===== src/rtl/adc_regif_pkg.sv =====
package adc_regif_pkg;

   // word indices on the register bus (byte offset / 4)
   localparam int IDX_CFG  = 0;
   localparam int IDX_ISTS = 1;
   localparam int IDX_IMSK = 2;
   localparam int IDX_STAT = 3;
   localparam int IDX_CMD  = 4;
   localparam int IDX_RES  = 5;
   localparam int IDX_CTRL = 6;

   localparam logic [31:0] CFG_RST    = 32'h0000_1814;
   localparam logic [31:0] CTRL_RST   = 32'h0000_0010;
   localparam logic [31:0] CTRL_WMASK = 32'h00FF_FEFF;
   localparam int          CTRL_HOLD  = 4;

   // interrupt status layout
   localparam int STS_W         = 10;
   localparam int STS_CMD_LOW   = 9;
   localparam int STS_RES_ABOVE = 8;

   // command word fields
   localparam int CMD_OP_LSB   = 26;
   localparam int CMD_OP_W     = 4;
   localparam int CMD_ADDR_LSB = 16;
   localparam int CMD_ADDR_W   = 10;
   localparam int CMD_DATA_W   = 16;

   typedef enum logic [CMD_OP_W-1:0] {
      OP_NOP   = 4'd0,
      OP_READ  = 4'd1,
      OP_WRITE = 4'd2
   } adc_op_e;

   // status word layout
   localparam int STAT_LVL_LSB   = 12;
   localparam int STAT_LVL_W     = 4;
   localparam int STAT_CMD_EMPTY = 10;
   localparam int STAT_RES_FULL  = 9;
   localparam int STAT_RES_EMPTY = 8;

endpackage


===== src/rtl/adc_result_fifo.sv =====
module adc_result_fifo #(
   parameter int DEPTH = 15,
   parameter int W     = 16,
   localparam int LVL_W = $clog2(DEPTH + 1),
   localparam int PTR_W = $clog2(DEPTH)
) (
   input  logic             clk,
   input  logic             rst_n,
   input  logic             push_i,
   input  logic [W-1:0]     push_data_i,
   input  logic             pop_i,
   output logic [W-1:0]     head_o,
   output logic [LVL_W-1:0] level_o,
   output logic             full_o,
   output logic             empty_o
);

   if (DEPTH < 2) begin : g_bad_depth
      $error("adc_result_fifo: DEPTH must be at least 2");
   end

   logic [W-1:0]     mem_q [DEPTH];
   logic [PTR_W-1:0] wr_q, rd_q;
   logic [LVL_W-1:0] lvl_q;
   logic             do_push, do_pop;

   assign full_o  = (lvl_q == LVL_W'(DEPTH));
   assign empty_o = (lvl_q == '0);
   assign do_push = push_i && !full_o;
   assign do_pop  = pop_i && !empty_o;
   assign level_o = lvl_q;
   assign head_o  = empty_o ? '0 : mem_q[rd_q];

   function automatic logic [PTR_W-1:0] step(input logic [PTR_W-1:0] p);
      return (p == PTR_W'(DEPTH - 1)) ? '0 : p + 1'b1;
   endfunction

   always_ff @(posedge clk or negedge rst_n) begin
      if (!rst_n) begin
         wr_q  <= '0;
         rd_q  <= '0;
         lvl_q <= '0;
         for (int i = 0; i < DEPTH; i++) mem_q[i] <= '0;
      end else begin
         if (do_push) begin
            mem_q[wr_q] <= push_data_i;
            wr_q        <= step(wr_q);
         end
         if (do_pop) rd_q <= step(rd_q);
         lvl_q <= lvl_q + LVL_W'(do_push) - LVL_W'(do_pop);
      end
   end

   AST_FULL_DROPS: assert property (@(posedge clk) disable iff (!rst_n)
      (push_i && !pop_i && full_o) |=> (level_o == LVL_W'(DEPTH)));

   AST_EMPTY_POP_HOLDS: assert property (@(posedge clk) disable iff (!rst_n)
      (pop_i && !push_i && empty_o) |=> empty_o);

endmodule


===== src/rtl/adc_reg_bank.sv =====
module adc_reg_bank #(
   parameter int NREGS     = 128,
   parameter int AW        = 10,
   parameter int DW        = 16,
   parameter bit RESET_MEM = 1'b1,
   localparam int IDX_W = $clog2(NREGS)
) (
   input  logic          clk,
   input  logic          rst_n,
   input  logic          we_i,
   input  logic [AW-1:0] addr_i,
   input  logic [DW-1:0] wdata_i,
   output logic [DW-1:0] rdata_o
);

   if (NREGS > (1 << AW) || NREGS < 2) begin : g_bad_size
      $error("adc_reg_bank: NREGS must lie in 2 .. 2**AW");
   end

   logic [DW-1:0] regs_q [NREGS];
   logic          in_range;

   assign in_range = (32'(addr_i) < NREGS);
   assign rdata_o  = in_range ? regs_q[addr_i[IDX_W-1:0]] : '0;

   if (RESET_MEM) begin : g_reset
      always_ff @(posedge clk or negedge rst_n) begin
         if (!rst_n) begin
            for (int i = 0; i < NREGS; i++) regs_q[i] <= '0;
         end else if (we_i && in_range) begin
            regs_q[addr_i[IDX_W-1:0]] <= wdata_i;
         end
      end
   end else begin : g_noreset
      logic unused_rst;
      assign unused_rst = rst_n;
      always_ff @(posedge clk) begin
         if (we_i && in_range) regs_q[addr_i[IDX_W-1:0]] <= wdata_i;
      end
   end

endmodule


===== src/rtl/adc_irq_unit.sv =====
module adc_irq_unit #(
   parameter int STS_W   = 10,
   parameter int LVL_W   = 4,
   parameter int THR_W   = 4,
   parameter int CMD_BIT = 9,
   parameter int RES_BIT = 8
) (
   input  logic             clk,
   input  logic             rst_n,
   input  logic             clr_we_i,
   input  logic [31:0]      clr_bits_i,
   input  logic             mask_we_i,
   input  logic [STS_W-1:0] mask_bits_i,
   input  logic [LVL_W-1:0] level_i,
   input  logic [THR_W-1:0] thresh_i,
   output logic [31:0]      sts_o,
   output logic [31:0]      mask_o,
   output logic             irq_o
);

   if (STS_W > 32 || CMD_BIT >= STS_W || RES_BIT >= STS_W) begin : g_bad_layout
      $error("adc_irq_unit: status bit positions out of range");
   end

   logic [STS_W-1:0] sts_q, mask_q, set_v, clr_v;
   logic             mask_hi_q;
   logic             above;

   assign above = (32'(level_i) > 32'(thresh_i));

   always_comb begin
      set_v          = '0;
      set_v[CMD_BIT] = 1'b1;
      set_v[RES_BIT] = above;
      clr_v          = clr_we_i ? clr_bits_i[STS_W-1:0] : '0;
   end

   always_ff @(posedge clk or negedge rst_n) begin
      if (!rst_n) begin
         sts_q          <= '0;
         sts_q[CMD_BIT] <= 1'b1;
         mask_q         <= '1;
         mask_hi_q      <= 1'b1;
      end else begin
         sts_q <= (sts_q & ~clr_v) | set_v;
         if (mask_we_i) begin
            mask_q    <= mask_bits_i;
            mask_hi_q <= 1'b0;
         end
      end
   end

   assign sts_o  = 32'(sts_q);
   assign mask_o = {{(32 - STS_W){mask_hi_q}}, mask_q};
   assign irq_o  = |(sts_q & ~mask_q);

   AST_ABOVE_STICKS: assert property (@(posedge clk) disable iff (!rst_n)
      above |=> sts_o[RES_BIT]);

   AST_W1C_CLEARS: assert property (@(posedge clk) disable iff (!rst_n)
      (clr_we_i && clr_bits_i[RES_BIT] && !above) |=> !sts_o[RES_BIT]);

   AST_MASK_UPPER_ZERO: assert property (@(posedge clk) disable iff (!rst_n)
      mask_we_i |=> (mask_o[31:STS_W] == '0));

endmodule


===== src/rtl/adc_cmd_regif.sv =====
module adc_cmd_regif #(
   parameter int FIFO_DEPTH = 15,
   parameter int BANK_REGS  = 128,
   parameter int ADDR_W     = 8,
   parameter bit BANK_RESET = 1'b1
) (
   input  logic              clk,
   input  logic              rst_n,
   input  logic              bus_rd_i,
   input  logic              bus_wr_i,
   input  logic [ADDR_W-1:0] bus_addr_i,
   input  logic [31:0]       bus_wdata_i,
   output logic [31:0]       bus_rdata_o,
   output logic              irq_o
);
   import adc_regif_pkg::*;

   localparam int LVL_W = $clog2(FIFO_DEPTH + 1);
   localparam int WI_W  = ADDR_W - 2;

   if (LVL_W > STAT_LVL_W) begin : g_bad_fifo
      $error("adc_cmd_regif: FIFO level must fit the 4-bit status field");
   end
   if (ADDR_W < 5) begin : g_bad_addr
      $error("adc_cmd_regif: ADDR_W too small for the register map");
   end

   logic [WI_W-1:0] widx;
   logic            aligned;
   logic            sel_cfg, sel_ists, sel_imsk, sel_stat, sel_cmd, sel_res, sel_ctrl;

   assign widx     = bus_addr_i[ADDR_W-1:2];
   assign aligned  = (bus_addr_i[1:0] == 2'b00);
   assign sel_cfg  = aligned && widx == WI_W'(IDX_CFG);
   assign sel_ists = aligned && widx == WI_W'(IDX_ISTS);
   assign sel_imsk = aligned && widx == WI_W'(IDX_IMSK);
   assign sel_stat = aligned && widx == WI_W'(IDX_STAT);
   assign sel_cmd  = aligned && widx == WI_W'(IDX_CMD);
   assign sel_res  = aligned && widx == WI_W'(IDX_RES);
   assign sel_ctrl = aligned && widx == WI_W'(IDX_CTRL);

   // command decode
   logic [CMD_OP_W-1:0]   cmd_op;
   logic [CMD_ADDR_W-1:0] cmd_addr;
   logic [CMD_DATA_W-1:0] cmd_data;
   logic                  cmd_hit, op_known, addr_ok, cmd_accept;

   assign cmd_op     = bus_wdata_i[CMD_OP_LSB +: CMD_OP_W];
   assign cmd_addr   = bus_wdata_i[CMD_ADDR_LSB +: CMD_ADDR_W];
   assign cmd_data   = bus_wdata_i[CMD_DATA_W-1:0];
   assign cmd_hit    = bus_wr_i && sel_cmd;
   assign op_known   = (cmd_op == OP_NOP) || (cmd_op == OP_READ) || (cmd_op == OP_WRITE);
   assign addr_ok    = (32'(cmd_addr) < BANK_REGS);
   assign cmd_accept = cmd_hit && !ctrl_q[CTRL_HOLD] && op_known
                       && ((cmd_op == OP_NOP) || addr_ok);

   logic [31:0]           cfg_q, ctrl_q;
   logic [CMD_DATA_W-1:0] pending_q, bank_rdata, fifo_head;
   logic [LVL_W-1:0]      fifo_lvl;
   logic                  fifo_full, fifo_empty, res_pop;
   logic [31:0]           ists, imsk;

   assign res_pop = bus_rd_i && sel_res;

   adc_reg_bank #(
      .NREGS     (BANK_REGS),
      .AW        (CMD_ADDR_W),
      .DW        (CMD_DATA_W),
      .RESET_MEM (BANK_RESET)
   ) u_bank (
      .clk     (clk),
      .rst_n   (rst_n),
      .we_i    (cmd_accept && cmd_op == OP_WRITE),
      .addr_i  (cmd_addr),
      .wdata_i (cmd_data),
      .rdata_o (bank_rdata)
   );

   adc_result_fifo #(
      .DEPTH (FIFO_DEPTH),
      .W     (CMD_DATA_W)
   ) u_fifo (
      .clk         (clk),
      .rst_n       (rst_n),
      .push_i      (cmd_accept),
      .push_data_i (pending_q),
      .pop_i       (res_pop),
      .head_o      (fifo_head),
      .level_o     (fifo_lvl),
      .full_o      (fifo_full),
      .empty_o     (fifo_empty)
   );

   adc_irq_unit #(
      .STS_W   (STS_W),
      .LVL_W   (LVL_W),
      .THR_W   (4),
      .CMD_BIT (STS_CMD_LOW),
      .RES_BIT (STS_RES_ABOVE)
   ) u_irq (
      .clk         (clk),
      .rst_n       (rst_n),
      .clr_we_i    (bus_wr_i && sel_ists),
      .clr_bits_i  (bus_wdata_i),
      .mask_we_i   (bus_wr_i && sel_imsk),
      .mask_bits_i (bus_wdata_i[STS_W-1:0]),
      .level_i     (fifo_lvl),
      .thresh_i    (cfg_q[19:16]),
      .sts_o       (ists),
      .mask_o      (imsk),
      .irq_o       (irq_o)
   );

   always_ff @(posedge clk or negedge rst_n) begin
      if (!rst_n) begin
         cfg_q     <= CFG_RST;
         ctrl_q    <= CTRL_RST;
         pending_q <= '0;
      end else begin
         if (bus_wr_i && sel_cfg)  cfg_q  <= bus_wdata_i;
         if (bus_wr_i && sel_ctrl) ctrl_q <= bus_wdata_i & CTRL_WMASK;
         if (cmd_accept) pending_q <= (cmd_op == OP_READ) ? bank_rdata : '0;
      end
   end

   logic [31:0] stat_word;
   always_comb begin
      stat_word                               = '0;
      stat_word[STAT_CMD_EMPTY]               = 1'b1;
      stat_word[STAT_LVL_LSB +: LVL_W]        = fifo_lvl;
      stat_word[STAT_RES_EMPTY]               = fifo_empty;
      stat_word[STAT_RES_FULL]                = fifo_full;
   end

   always_comb begin
      bus_rdata_o = '0;
      if (bus_rd_i) begin
         if (sel_cfg)       bus_rdata_o = cfg_q;
         else if (sel_ists) bus_rdata_o = ists;
         else if (sel_imsk) bus_rdata_o = imsk;
         else if (sel_stat) bus_rdata_o = stat_word;
         else if (sel_res)  bus_rdata_o = 32'(fifo_head);
         else if (sel_ctrl) bus_rdata_o = ctrl_q;
      end
   end

   AST_HOLD_BLOCKS_CMD: assert property (@(posedge clk) disable iff (!rst_n)
      (cmd_hit && ctrl_q[CTRL_HOLD] && !bus_rd_i) |=> $stable(fifo_lvl));

   AST_CTRL_MASKED: assert property (@(posedge clk) disable iff (!rst_n)
      (bus_wr_i && sel_ctrl) |=> ((ctrl_q & ~CTRL_WMASK) == '0));

   AST_BAD_ADDR_IGNORED: assert property (@(posedge clk) disable iff (!rst_n)
      (cmd_hit && cmd_op != OP_NOP && !addr_ok && !res_pop) |=> $stable(fifo_lvl));

   AST_RES_RO: assert property (@(posedge clk) disable iff (!rst_n)
      (bus_wr_i && sel_stat) |=> $stable(cfg_q));

endmodule


===== config.mk =====
export PLATFORM = sky130hd
export DESIGN_NAME = adc_cmd_regif
export DESIGN_NICKNAME = d
export VERILOG_FILES = /design/src/rtl/adc_regif_pkg.sv /design/src/rtl/adc_result_fifo.sv /design/src/rtl/adc_reg_bank.sv /design/src/rtl/adc_irq_unit.sv /design/src/rtl/adc_cmd_regif.sv
export SDC_FILE = /design/constraint.sdc
export NUM_CORES = 2
export LEC_CHECK = 0
export ABC_CLOCK_PERIOD_IN_PS = 2600
export BUFFER_PORTS_ARGS = -buffer_cell sky130_fd_sc_hd__buf_4
export CORE_ASPECT_RATIO = 1.5
export CORE_MARGIN = 3
export CORE_UTILIZATION = 42
export CTS_CLUSTER_SIZE = 28
export DETAILED_ROUTE_END_ITERATION = 16
export REMOVE_ABC_BUFFERS = 1
export SYNTH_ARGS = -nofsm -noshare
export SYNTH_HDL_FRONTEND = slang
export SYNTH_SLANG_ARGS = --single-unit

===== constraint.sdc =====
create_clock -name clk -period 2.6 [get_ports clk]
set_input_delay 0.39 -clock clk [delete_from_list [all_inputs] [get_ports clk]]
set_output_delay 0.39 -clock clk [all_outputs]
set_load 0.01 [all_outputs]

After elaboration in Yosys (flattened, before gate mapping). Index checks and enable logic that the tools add are counted.

Bitwise logic cells: 8. Mux-type cells: 25. Magnitude comparators: 7. Equality and inequality tests: 11. Reductions and logical operators: 33. Add/sub/neg operators: 4.

Operators by type and width (number): $bwmux W2048 (1); $bwmux W240 (1); $mux W16 (9); $mux W32 (4); $bmux W16 S7 (1); $demux W16 S7 (1); $mux W24 (3); $bmux W16 S4 (1); $demux W16 S4 (1); $logic_and A1 B1 Y1 (22); $and A10 B10 Y10 (2); $not A10 Y10 (2); $eq A6 B3 Y1 const B (3); $eq A4 B4 Y1 const B (3); $eq A6 B2 Y1 const B (2); $ge A5 B5 Y1 const B (2); $lt A10 B8 Y1 const B (1); $mux W10 (1); $not A4 Y5 (2); $or A10 B10 Y10 (1); $reduce_or A10 Y1 (1); $add A4 B1 Y4 const B (2); $ge A8 B8 Y1 const B (1); $logic_not A4 Y1 (2); 14 further kinds (19).

Register bits after elaboration: 2392. Output and inout bits: 33. Input port bits: 44.

Depth between registers and ports, before layout.
Depth after elaboration: 11. Mapped depth: 14. Gate-level depth less buffers: 13.

Cells and area by module. From an unflattened synthesis, not the netlist that was laid out.

Cell total of the unflattened synthesis: 8341. Area, all modules: 110434.7 um2.

Modules (own cells, without submodules): adc_reg_bank (cells each 6946, times used 1, area an instance 93289.5 um2); adc_result_fifo (cells each 851, times used 1, area an instance 11677.4 um2); adc_cmd_regif (cells each 426, times used 1, area an instance 4250.3 um2); adc_irq_unit (cells each 118, times used 1, area an instance 1217.4 um2).

Worst setup path after synthesis. OpenSTA, ideal clock, no wires.

Path type: register -> output. From: register u_fifo.rd_q[0]. To: output port bus_rdata_o[0]. Required time: 2.210 ns. Buffers on the path: 4. Path slack: -0.156 ns. Arrival: 2.366 ns. Stages on the path, launching flop included: 9. Cells stage by stage: dfrtp_1 -> buf_2 -> buf_2 -> buf_2 -> nor3b_1 -> clkbuf_1 -> a221o_1 -> a22oi_1 -> a21boi_0.

Longest elaborated chain between the ends: 11.

RTL lines: start: declaration (RTL line adc_result_fifo.sv:23) `logic [PTR_W-1:0] wr_q, rd_q;`; start signal: assignment (RTL line adc_result_fifo.sv:49) `if (do_pop) rd_q <= step(rd_q);`; $not A4 Y5 (implied by the code) (RTL line adc_result_fifo.sv:32) `assign head_o = empty_o ? '0 : mem_q[rd_q];`; $bmux W16 S4 (RTL line adc_result_fifo.sv:32); $mux W16 (implied by the code) (2 in a row) (RTL line adc_result_fifo.sv:32); $mux W16 (RTL line adc_result_fifo.sv:32); $mux W24 (RTL line adc_cmd_regif.sv:142) `else if (sel_res) bus_rdata_o = 32'(fifo_head);`; $mux W24 (RTL line adc_cmd_regif.sv:141) `else if (sel_stat) bus_rdata_o = stat_word;`; $mux W32 (RTL line adc_cmd_regif.sv:140) `else if (sel_imsk) bus_rdata_o = imsk;`; $mux W32 (RTL line adc_cmd_regif.sv:139) `else if (sel_ists) bus_rdata_o = ists;`; $mux W32 (RTL line adc_cmd_regif.sv:138) `if (sel_cfg) bus_rdata_o = cfg_q;`; $mux W32 (RTL line adc_cmd_regif.sv:137) `if (bus_rd_i) begin`; end: declaration (RTL line adc_cmd_regif.sv:13) `output logic [31:0] bus_rdata_o,`.

Every way passes these cells. The select of a mux whose other input is x is not followed.

Final worst setup path.
From: register u_fifo.rd_q[0]. To: output port bus_rdata_o[2].

Same word-level chain as after synthesis.

==> impl_metrics.csv <==
group,metric,value,unit
layout,finish.net_count,8686,
clocking,cts.sinks,2391,
route,initialDrtViolationCount,6606,
global_routing,grt_pass1_vias,78500,
critical_path,path_buf_inv,5,
sta,max_freq,246,MHz
synth,ys_ff_latch,2391,
clocking,cts_max_level,4,
synth,netlist_instances,7816,
route,wl,400000,µm
sta,slew_headroom,6.56,%
floorplan,io_pins,77,
critical_path,critPathTopFamily,"compound AO/OA/AOI/OAI gates",
pwr,ir_drop,532,µV
layout,fillCellCount,21900,
job,drv_cap,0,
floorplan,rows,229,
sta,setup_ws,-1.47,ns
clocking,cts_tree,"yes",
clocking,root_buffer,"clkbuf_16",
global_routing,grt_start_max_net_pins,133,
critical_path,rr_worst_depth,8,
route,vias_per_cell,6.07,
critical_path,crit_top_cell,"buf_6",
layout,drive_gt1_share,52.9,%
sta,finalCriticalPeriod,4.07,ns
route,drc_errors,0,
pwr,powerDensity,591,mW/mm²
sta,finalHoldViolations,0,
placement,gp_congestion,0.980,
status,violations,"setup timing",
global_routing,track_usage,29.4,%
critical_path,required,2.21,ns
route,drtPass1Iterations,6,
floorplan,die-width,423,µm
sta,slew_viol_final,0,
sta,setup_viol,34,
placement,portBuffers,76,
clocking,numCtsBuffers,231,
floorplan,coreArea,0.260,mm²
global_routing,grt_pass1_wl,574000,µm
critical_path,critical_path_class,"flip-flop to output port",
global_routing,grt_overflow,0,
critical_path,critPathCaptureType,"output port",
min_path,holdCritPathClass,"primary input to flip-flop",
synth,yosys_warnings,0,
critical_path,slowest_stage,"dfrtp_4",
critical_path,reg2reg_to,"pending_q[11]$_DFFE_PN0P_",
route,routedWlPerCell,32.5,µm
clocking,clockBufferDepth,4,
synth,netlist_area,0.110,mm²
layout,area_growth,21.7,%
placement,place_hpwl,276000,µm
critical_path,reg2reg_from,"u_bank.regs_q[475]$_DFFE_PN0P_",
critical_path,crit_arrival,3.68,ns
clocking,insertion_delay,0.92,ns
layout,finalNonFillerCells,12300,
placement,placedCellCount,11800,
floorplan,die_h,632,µm
sta,period_share,157,%
sta,rsz0062_at_grt,"true",
pwr,leakage,64.1,nW
status,outcome,"finished, violations left",
synth,ys.flop_type,"dfrtp_1",
min_path,worstHoldStart,"bus_rd_i",
synth,async_flop_share,100,%
pwr,power,79.0,mW
min_path,hold_depth,5,
sta,finClkSkew,0.0905,ns
route,vias,74500,
critical_path,cp-start-kind,"flip-flop",
synth,synth_edf_count,0,
critical_path,critical_path_peak_fanout,4,
clocking,clkTransAtPathRegs,0.06,ns
floorplan,die_area,0.268,mm²
global_routing,antenna_found_initial,20,
synth,ys_seq_area_share,54.5,%
synth,synth_cell_type_count,88,
min_path,hold-path-endpoint,"u_fifo.rd_q[0]$_DFFE_PN0P_",
floorplan,start_util,42.2,%
critical_path,rrSetupSlack,-0.10,ns
sta,tightest_slew,1.39,ns
critical_path,cp_cell_sequence,"buf_12, buf_8, buf_6, mux4_2, mux2i_1, buf_4, o21ai_4, a221o_1, a221oi_2, o22ai_2, and2_4, buf_6",
critical_path,slowest_delay,0.52,ns
synth,syn-mean-instance-area,14.0,µm²
route,ant_nets,0,
==> registers in the layout, summed over array words and instances, names as in the netlist <==
name	flops
u_bank.regs_q	2048
u_irq.mask_hi_q	1
u_fifo.wr_q	4
cfg_q	32
u_irq.mask_q	10
u_irq.sts_q	9
u_fifo.mem_q	240
u_fifo.rd_q	4
ctrl_q	23
pending_q	16
u_fifo.level_o	4
==> through the flow <==
step | hold slack (ns) | instance area, µm² | setup WS (ns) | util (%) | TNS, ns
2_1_floorplan | 0.0944 | 106000 | -1.93 | - | -1211.47
3_3_place_gp | 0.370 | 125000 | -1.78 | 47.9 | -539.39
3_5_place_dp | 0.375 | 125000 | -1.13 | 47.9 | -641.53
4_1_cts | 0.00448 | 133000 | -1.52 | 51.3 | -24.31
5_1_grt | 0.0334 | 134000 | -1.57 | 51.4 | -26.46
6_report | 0.0312 | 134000 | -1.47 | 51.4 | -23.23
==> synth_stat cells (11+ instances only) <==
master / instances / share of area (%)
nand2b_1: 12 / 0.068
and2_1: 23 / 0.13
buf_2: 207 / 0.94
a21boi_0: 12 / 0.082
o211ai_1: 19 / 0.13
o2bb2ai_1: 13 / 0.10
o2111ai_1: 13 / 0.10
clkbuf_1: 392 / 1.3
a31oi_1: 17 / 0.097
dfrtp_1: 2375 / 54
nand3_1: 26 / 0.12
o21ai_0: 140 / 0.64
nor2_2: 113 / 0.64
mux2_1: 11 / 0.11
a22oi_1: 95 / 0.65
a22o_1: 22 / 0.18
o22ai_1: 77 / 0.44
inv_1: 25 / 0.085
a211oi_1: 17 / 0.12
a222oi_1: 14 / 0.13
a21oi_1: 138 / 0.63
nor2_1: 170 / 0.58
o221ai_1: 26 / 0.21
nand2_1: 257 / 0.88
dfstp_2: 16 / 0.38
a221oi_1: 261 / 2.1
o21a_1: 11 / 0.075
buf_4: 93 / 0.64
mux2_2: 2488 / 26
a221o_1: 54 / 0.49
mux2i_1: 233 / 2.1
buf_1: 33 / 0.11
mux4_2: 227 / 4.7
nor2b_1: 24 / 0.14
==> kinds of logic (layout without fill, tap and decap cells) <==
group	after synthesis	after routing	share of synthesized area (%)
other	0	6	0
adder cells (fa/ha/maj)	11	11	0.132
buffers and inverters	755	1755	3.14
AND/OR/NAND/NOR	703	703	3.10
XOR/XNOR	3	3	0.0239
flip-flops	2391	2391	54.5
multiplexers	2959	2959	32.4
AO/OA/AOI/OAI	994	994	6.68
==> worst register-to-register path: cells and delay by family (launching register included) <==
family          cells  cell delay [ns]
simple gates        3             1.00
mux                 2             0.64
flops               1             0.39
compound gates      2             0.39
buf+inv             1             0.16
==> layer usage <==
layer,part of all wire (%),up-vias,GRT usage (%)
met4,8.1,12,19.9
met5,0.021,-,0
met3,5.9,1105,4.44
li1,-,30600,-
met2,48,2856,49.1
met1,38,40000,35.3
==> how the worst max path moves through the flow <==
stage | startpoint | to | slack, ns | cells after the start
3_5_place_dp | bus_wdata_i[18] | pending_q[11]$_DFFE_PN0P_ | -1.13 | 11
6_report | u_fifo.rd_q[0]$_DFFE_PN0P_ | bus_rdata_o[2] | -1.47 | 12
2_1_floorplan | u_fifo.rd_q[0]$_DFFE_PN0P_ | bus_rdata_o[2] | -1.93 | 5
4_1_cts | u_fifo.rd_q[0]$_DFFE_PN0P_ | bus_rdata_o[5] | -1.52 | 12
5_1_grt | u_fifo.rd_q[0]$_DFFE_PN0P_ | bus_rdata_o[2] | -1.57 | 12
3_3_place_gp | bus_wdata_i[16] | pending_q[4]$_DFFE_PN0P_ | -1.78 | 11
==> power by group <==
group          total (mW)  switching, mW  internal [mW]
combinational        5.73           3.86           1.87
clock                35.9           15.2           20.8
sequential           37.3         0.0499           37.3
==> area by class of cell <==
cell class                 instances  area (µm²)  area share, %
inverter                          28         118         0.0880
clock buffer                     327        6760           5.06
antenna                            6        15.0         0.0112
clock inverter                    91        1240          0.926
sequential                      2391       59900           44.8
timing repair buffer            1309       14100           10.6
tap                             3465        4340           3.25
multi-input combinational       4670       47100           35.3
==> what timing repair did <==
item	CTS	global route
pin swaps	31	24
buffers inserted	15	9
resized for setup	123	57
setup endpoints to repair	174	740
hold endpoints to repair	827	0
hold buffers	12	0
cloned	1	2
==> layout by cell type (no fill, tap or decap), types with 12 or more instances in the layout <==
| cell type | instances |
|---|---|
| mux2_2 | 2488 |
| dfrtp_1 | 2373 |
| buf_4 | 931 |
| buf_12 | 324 |
| a221oi_1 | 256 |
| nand2_1 | 248 |
| clkbuf_16 | 234 |
| mux4_2 | 227 |
| mux2i_1 | 223 |
| nor2_1 | 158 |
| a21oi_1 | 137 |
| o21ai_0 | 121 |
| nor2_2 | 117 |
| a22oi_1 | 92 |
| o22ai_1 | 70 |
| clkbuf_8 | 60 |
| a221o_1 | 53 |
| clkinv_2 | 43 |
| clkbuf_1 | 35 |
| buf_6 | 32 |
| bufinv_16 | 27 |
| o221ai_1 | 26 |
| nand3_1 | 23 |
| inv_1 | 22 |
| a22o_1 | 22 |
| o211ai_1 | 19 |
| nor2b_1 | 16 |
| a31oi_1 | 16 |
| dfstp_2 | 16 |
| a211oi_1 | 15 |
| and2_4 | 14 |
| a222oi_1 | 14 |
| o2111ai_1 | 13 |
| o2bb2ai_1 | 13 |
| nand2_2 | 12 |
| dlygate4sd3_1 | 12 |
Power figures use the tool's default switching activity.
